$ cat src/rtl/ll_xlate_pkg.sv
package ll_xlate_pkg;
  typedef enum logic [1:0] {
    HIT_NONE = 2'd0,
    HIT_ROOT = 2'd1,
    HIT_NEXT = 2'd2
  } hit_e;
endpackage

$ cat src/rtl/ll_root_decode.sv
module ll_root_decode #(
  parameter int AW        = 32,
  parameter int ROW_W     = 16,
  parameter int PTR_BYTES = 4
) (
  input  logic [AW-1:0]    addr_i,
  input  logic [AW-1:0]    base_i,
  input  logic [ROW_W-1:0] rows_i,
  output logic             hit_o,
  output logic [ROW_W-1:0] row_idx_o
);
  localparam int PSH    = $clog2(PTR_BYTES);
  localparam int IDX_AW = AW - PSH;

  logic [AW:0] diff;
  logic        in_range;

  assign diff      = {1'b0, addr_i} - {1'b0, base_i};
  assign in_range  = diff[AW-1:PSH] < IDX_AW'(rows_i);
  assign hit_o     = !diff[AW] && (diff[PSH-1:0] == '0) && in_range;
  assign row_idx_o = diff[PSH+ROW_W-1:PSH];
endmodule

$ cat src/rtl/ll_slot_decode.sv
module ll_slot_decode #(
  parameter int AW         = 32,
  parameter int SLOT_BYTES = 64,
  parameter int MAX_SLOTS  = 256
) (
  input  logic [AW-1:0]                 addr_i,
  input  logic [AW-1:0]                 base_i,
  input  logic [$clog2(SLOT_BYTES)-1:0] off_i,
  output logic                          hit_o,
  output logic [$clog2(MAX_SLOTS)-1:0]  slot_idx_o
);
  localparam int SSH    = $clog2(SLOT_BYTES);
  localparam int IDX_W  = $clog2(MAX_SLOTS);
  localparam int HI_W   = AW - SSH;

  logic [AW:0] diff;
  logic        in_region;

  assign diff       = {1'b0, addr_i} - {1'b0, base_i};
  assign in_region  = diff[AW-1:SSH] < HI_W'(MAX_SLOTS);
  assign hit_o      = !diff[AW] && in_region && (diff[SSH-1:0] == off_i);
  assign slot_idx_o = diff[SSH+IDX_W-1:SSH];
endmodule

$ cat src/rtl/ll_row_state.sv
module ll_row_state #(
  parameter int AW        = 32,
  parameter int ROW_W     = 16,
  parameter int MAX_SLOTS = 256,
  parameter int CIN_W     = 16
) (
  input  logic                           clk_i,
  input  logic                           rst_ni,
  input  logic                           start_i,
  input  logic [ROW_W-1:0]               row_idx_i,
  input  logic [AW-1:0]                  root_ptr_i,
  input  logic                           done_i,
  input  logic [CIN_W-1:0]               done_cnt_i,
  output logic [$clog2(MAX_SLOTS+1)-1:0] count_o,
  output logic                           gather_start_o,
  output logic [ROW_W-1:0]               gather_row_o,
  output logic [AW-1:0]                  gather_ptr_o
);
  localparam int CNT_W = $clog2(MAX_SLOTS + 1);

  logic [CNT_W-1:0] count_q;
  logic [CNT_W-1:0] cnt_capped;

  assign cnt_capped = (done_cnt_i > CIN_W'(MAX_SLOTS)) ? CNT_W'(MAX_SLOTS)
                                                       : done_cnt_i[CNT_W-1:0];

  always_ff @(posedge clk_i or negedge rst_ni) begin
    if (!rst_ni) begin
      count_q <= '0;
    end else if (start_i) begin
      count_q <= '0;                // new row abandons old mapping
    end else if (done_i) begin
      count_q <= cnt_capped;
    end
  end

  always_ff @(posedge clk_i or negedge rst_ni) begin
    if (!rst_ni) begin
      gather_start_o <= 1'b0;
      gather_row_o   <= '0;
      gather_ptr_o   <= '0;
    end else begin
      gather_start_o <= start_i;
      if (start_i) begin
        gather_row_o <= row_idx_i;
        gather_ptr_o <= root_ptr_i;
      end
    end
  end

  assign count_o = count_q;
endmodule

$ cat src/rtl/ll_xlate_unit.sv
module ll_xlate_unit
  import ll_xlate_pkg::*;
#(
  parameter int AW         = 32,
  parameter int ROW_W      = 16,
  parameter int SLOT_BYTES = 64,
  parameter int MAX_SLOTS  = 256,
  parameter int CIN_W      = 16
) (
  input  logic                          clk_i,
  input  logic                          rst_ni,
  input  logic [AW-1:0]                 cfg_root_base_i,
  input  logic [ROW_W-1:0]              cfg_row_count_i,
  input  logic [AW-1:0]                 cfg_rsv_base_i,
  input  logic [$clog2(SLOT_BYTES)-1:0] cfg_next_off_i,
  input  logic                          req_valid_i,
  input  logic [AW-1:0]                 req_addr_i,
  input  logic [AW-1:0]                 cache_data_i,
  output logic                          rsp_valid_o,
  output logic [AW-1:0]                 rsp_data_o,
  output logic                          gather_start_o,
  output logic [ROW_W-1:0]              gather_row_o,
  output logic [AW-1:0]                 gather_ptr_o,
  input  logic                          gather_done_i,
  input  logic [CIN_W-1:0]              gather_count_i
);
  localparam int SSH       = $clog2(SLOT_BYTES);
  localparam int IDX_W     = $clog2(MAX_SLOTS);
  localparam int CNT_W     = $clog2(MAX_SLOTS + 1);
  localparam int PTR_BYTES = AW / 8;

  logic             hit_root;
  logic             hit_next;
  logic [ROW_W-1:0] row_idx;
  logic [IDX_W-1:0] slot_idx;
  logic [CNT_W-1:0] slot_cnt_q;
  logic [CNT_W-1:0] next_idx;
  logic [AW-1:0]    next_addr;
  logic             root_fire;
  hit_e             kind;

  ll_root_decode #(
    .AW(AW), .ROW_W(ROW_W), .PTR_BYTES(PTR_BYTES)
  ) u_root_dec (
    .addr_i    (req_addr_i),
    .base_i    (cfg_root_base_i),
    .rows_i    (cfg_row_count_i),
    .hit_o     (hit_root),
    .row_idx_o (row_idx)
  );

  ll_slot_decode #(
    .AW(AW), .SLOT_BYTES(SLOT_BYTES), .MAX_SLOTS(MAX_SLOTS)
  ) u_slot_dec (
    .addr_i     (req_addr_i),
    .base_i     (cfg_rsv_base_i),
    .off_i      (cfg_next_off_i),
    .hit_o      (hit_next),
    .slot_idx_o (slot_idx)
  );

  // root window wins if the two windows overlap
  always_comb begin
    if (!req_valid_i)  kind = HIT_NONE;
    else if (hit_root) kind = HIT_ROOT;
    else if (hit_next) kind = HIT_NEXT;
    else               kind = HIT_NONE;
  end

  assign root_fire = (kind == HIT_ROOT) && (cache_data_i != '0);

  ll_row_state #(
    .AW(AW), .ROW_W(ROW_W), .MAX_SLOTS(MAX_SLOTS), .CIN_W(CIN_W)
  ) u_row_state (
    .clk_i          (clk_i),
    .rst_ni         (rst_ni),
    .start_i        (root_fire),
    .row_idx_i      (row_idx),
    .root_ptr_i     (cache_data_i),
    .done_i         (gather_done_i),
    .done_cnt_i     (gather_count_i),
    .count_o        (slot_cnt_q),
    .gather_start_o (gather_start_o),
    .gather_row_o   (gather_row_o),
    .gather_ptr_o   (gather_ptr_o)
  );

  assign next_idx  = {1'b0, slot_idx} + CNT_W'(1);
  assign next_addr = (next_idx < slot_cnt_q)
                     ? cfg_rsv_base_i + (AW'(next_idx) << SSH)
                     : '0;

  always_comb begin
    unique case (kind)
      HIT_ROOT: rsp_data_o = (cache_data_i != '0) ? cfg_rsv_base_i : '0;
      HIT_NEXT: rsp_data_o = next_addr;
      default:  rsp_data_o = cache_data_i;
    endcase
  end

  assign rsp_valid_o = req_valid_i;
endmodule

$ cat config.mk
export PLATFORM = sky130hd
export DESIGN_NAME = ll_xlate_unit
export DESIGN_NICKNAME = d
export VERILOG_FILES = /design/src/rtl/ll_xlate_pkg.sv /design/src/rtl/ll_root_decode.sv /design/src/rtl/ll_slot_decode.sv /design/src/rtl/ll_row_state.sv /design/src/rtl/ll_xlate_unit.sv
export SDC_FILE = /design/constraint.sdc
export NUM_CORES = 1
export LEC_CHECK = 0
export BUFFER_PORTS_ARGS = -buffer_cell sky130_fd_sc_hd__buf_2
export CORE_MARGIN = 3
export CORE_UTILIZATION = 56
export CTS_BUF_LIST = sky130_fd_sc_hd__clkbuf_2 sky130_fd_sc_hd__clkbuf_4 sky130_fd_sc_hd__clkbuf_8
export DETAILED_ROUTE_END_ITERATION = 7
export PLACE_DENSITY = 0.85
export SLEW_MARGIN = 20
export SYNTH_ARGS = -nofsm -noshare
export SYNTH_HDL_FRONTEND = slang
export SYNTH_SLANG_ARGS = --single-unit
$ cat constraint.sdc
create_clock -name clk_i -period 15.67 [get_ports clk_i]
set_input_delay 3.134 -clock clk_i [delete_from_list [all_inputs] [get_ports clk_i]]
set_output_delay 3.134 -clock clk_i [all_outputs]
set_load 0.1 [all_outputs]
==> flow_summary.yaml <==
logic_synthesis:
  syn_area_um2: 9120
  synth_xor_area_share_pct: 4.99
  ys_warn_count: 0
  ys_ff_latch: 58
  yosys.area_share.simple_pct: 21.3
  synth_edf_count: 0
  synth_top_family_by_area: "compound AO/OA/AOI/OAI gates"
  ys_types: 91
  synth_seq_area_share_pct: 15.9
  synth_top_area_cell: "dfrtp_1"
  synth_ff_type: "dfrtp_1"
  synthAdderAreaFrac_pct: 14.0
  syn-mean-instance-area_um2: 7.70
  netlist_top_cells_area: "dfrtp_1, ha_1, mux2_2"
  synthCells: 1185
  muxShareOfSynthArea_pct: 7.97
  synth_compound_area_share_pct: 27.8
  async_flop_share_pct: 100
  synth.top_cell.area_share_pct: 15.9
  synth_fp_nets: 1455
min_path:
  hold_path_startpoint: "u_row_state.gather_ptr_o[11]"
  hp-class: "flip-flop to flip-flop"
clocking:
  clkLatencyLatePin_ns: 0.37
  ctsResizeCount: 0
  cts_htree_levels: 3
  cts_tree: "built"
  cts_buffers: 9
  cts.sinks: 58
  hold_buffers: 0
  post_cts_buffers: 0
  clk_path_buf_depth: 2
  path_clk_slew_ns: 0.07
  clockRootBuffer: "clkbuf_8"
routing:
  viasPerCell: 6.29
  wl_um: 31700
  drt_pre_antenna_iters: 5
  antenna_left: 0
  vias: 10200
  drtIter0Drc: 815
  drc: 0
  wl_per_cell_um: 19.5
place:
  post-dp-hpwl_um: 25700
  io_buffers: 251
  globalplace.congestion: 0.990
cells_and_area:
  regArea_um2: 1450
  final_cell_mix: "buf_2, inv_1, a21oi_1, nand2_1, ha_1"
  drive_gt1_share_pct: 26.2
  final_common_cell: "buf_2"
  area_delta_synth_final_pct: 16.7
  final_nets: 1672
  nFillCells: 1406
  multi_input_area_um2: 6940
  final_core_util_pct: 67.0
power_and_ir_drop:
  irDropWorstVdd_v: 0.0000566
  p_per_area_nw_per_um2: 68.7
  leakage_uw: 0.00534
timing:
  max-slew-margin-rel_pct: 31.1
  tightestPinTransition_ns: 1.01
  finalCriticalPeriod_ns: 12.56
  clock_skew_ns: 0
  tns_ns: 0
  final_hold_viol_count: 0
  max_freq_ghz: 0.0796
  rsz0062_at_grt: "false"
  setup_viol: 0
  fin_crit_sh_pct: 80.2
  finalMaxSlewViolations: 0
grt:
  grt_pass1_wl_um: 49400
  grt_max_degree: 59
  grt_pass1_vias: 9761
  grt_overflow_total: 0
  track_usage_pct: 34.3
  antenna_found_initial: 3
floorplan:
  start_util_pct: 57.4
  die-area_um2: 17900
  io_pins: 252
  chipWidth_um: 134
  row_count: 46
  core-area_um2: 15900
  die_h_um: 134
worst_setup_path:
  crit_buf_inv: 4
  slowest_stage: "a2111oi_0"
  crit_required_ns: 12.54
  critical_path.top_delay_family: "compound AO/OA/AOI/OAI gates"
  worstSetupEndpointType: "output port"
  worstPathCellList: "buf_2, inv_1, ha_1, nor2b_1, o2111ai_1, a2111oi_0, or3_1, xor2_1, ha_1, a2111oi_0, a21oi_1, o311a_1, nor4b_1, and4bb_2, nand4_4, nor2_4, buf_4, a221oi_1, a21oi_1, buf_2"
  crit_fanout: 33
  worstSetupStartpoint: "cfg_root_base_i[1]"
  slowest_delay_ns: 0.94
  cp.arrival_ns: 9.43
  cp-start-kind: "input pin"
  crit-reg2reg-launch: "u_row_state.count_o[5]"
  crit_type: "input pin to output port"
  reg2reg_slack_ns: 14.82
job:
  drv_cap: 0
run_status:
  outcome: "completed"
report_power, final:
group          internal, µW  switching [µW]
registers               150          0.0424
clock network           100            75.2
logic                   149             257
worst paths after layout:
| check | endpoint | depth (start not counted) |
|---|---|---|
| max | rsp_data_o[9] | 20 |
| min | u_row_state.gather_ptr_o[11] | 1 |
| max reg2reg | u_row_state.count_o[5] | 3 |
| min reg2reg | u_row_state.gather_ptr_o[11] | 1 |
| max in group asynchronous | u_row_state.gather_ptr_o[25] | 2 |
| min in group asynchronous | u_row_state.gather_row_o[5] | 2 |
cells by family (layout without fill, tap and decap cells):
family,after synthesis,count (layout)
other cells,0,1
buf+inv,169,391
fa+ha+maj,100,100
xor+xnor,52,52
compound gates,369,369
mux,64,64
simple gates,373,373
flops,58,58
layer usage:
metal | wire length, µm | GRT usage, %
met1 | 13100 | 44.7
met3 | 2490 | 6.00
met2 | 15100 | 57.9
met4 | 939 | 11.4
met5 | 40 | 0
per-stage QoR:
step | hold WS, ns | setup slack [ns] | instances | instance area (µm²) | total power (µW)
after global routing | 0.524 | 2.84 | 1623 | 10600 | 775
after floorplan | 0.505 | 3.28 | 1185 | 9120 | 441
final | 0.501 | 3.11 | 1624 | 10600 | 731
after CTS | 0.507 | 3.28 | 1623 | 10600 | 723
after global placement | 0.484 | 3.49 | 1606 | 10400 | 539
after detailed placement | 0.490 | 3.46 | 1607 | 10400 | 546
sequential cells by signal, indices dropped and copies added (netlist names):
signal                      flops
u_row_state.gather_ptr_o       32
u_row_state.gather_row_o       16
u_row_state.count_o             9
u_row_state.gather_start_o      1
Yosys cell counts, types with 5 or more instances:
cell and number:
or2_2 7, a2111oi_0 7, ha_1 97, xnor2_1 31, xor2_1 21, a21o_1 25, nand2b_1 8, nand2_1 102
o211ai_1 13, nor2_1 80, a2bb2oi_1 7, a21oi_1 106, buf_2 21, nand4_1 31, o21ai_1 9, nor4b_1 6
mux2i_1 7, nor4_1 26, a211oi_1 7, and2_1 6, dfrtp_1 58, o21bai_1 5, or4_1 5, mux2_2 55
a31oi_1 9, a21boi_0 5, and3_1 8, nor3_1 17, or3_1 9, o21ai_0 58, o2111ai_1 6, a22oi_1 12
and4_1 6, buf_6 8, o31ai_1 11, o21a_1 18, a311oi_1 6, nor2b_1 12, inv_1 120, clkbuf_1 15
a221o_1 5, a221oi_1 8, nand3_1 30
final cells by class:
| class | count | area share, % |
|---|---|---|
| sequential | 58 | 13.6 |
| tap | 216 | 2.54 |
| inverter | 120 | 4.23 |
| clock inverter | 4 | 0.694 |
| multi-input combinational | 958 | 65.2 |
| timing repair buffer | 255 | 12.2 |
| clock buffer | 12 | 1.49 |
| antenna | 1 | 0.0235 |
Note: power is estimated with default switching activity, not from simulation.
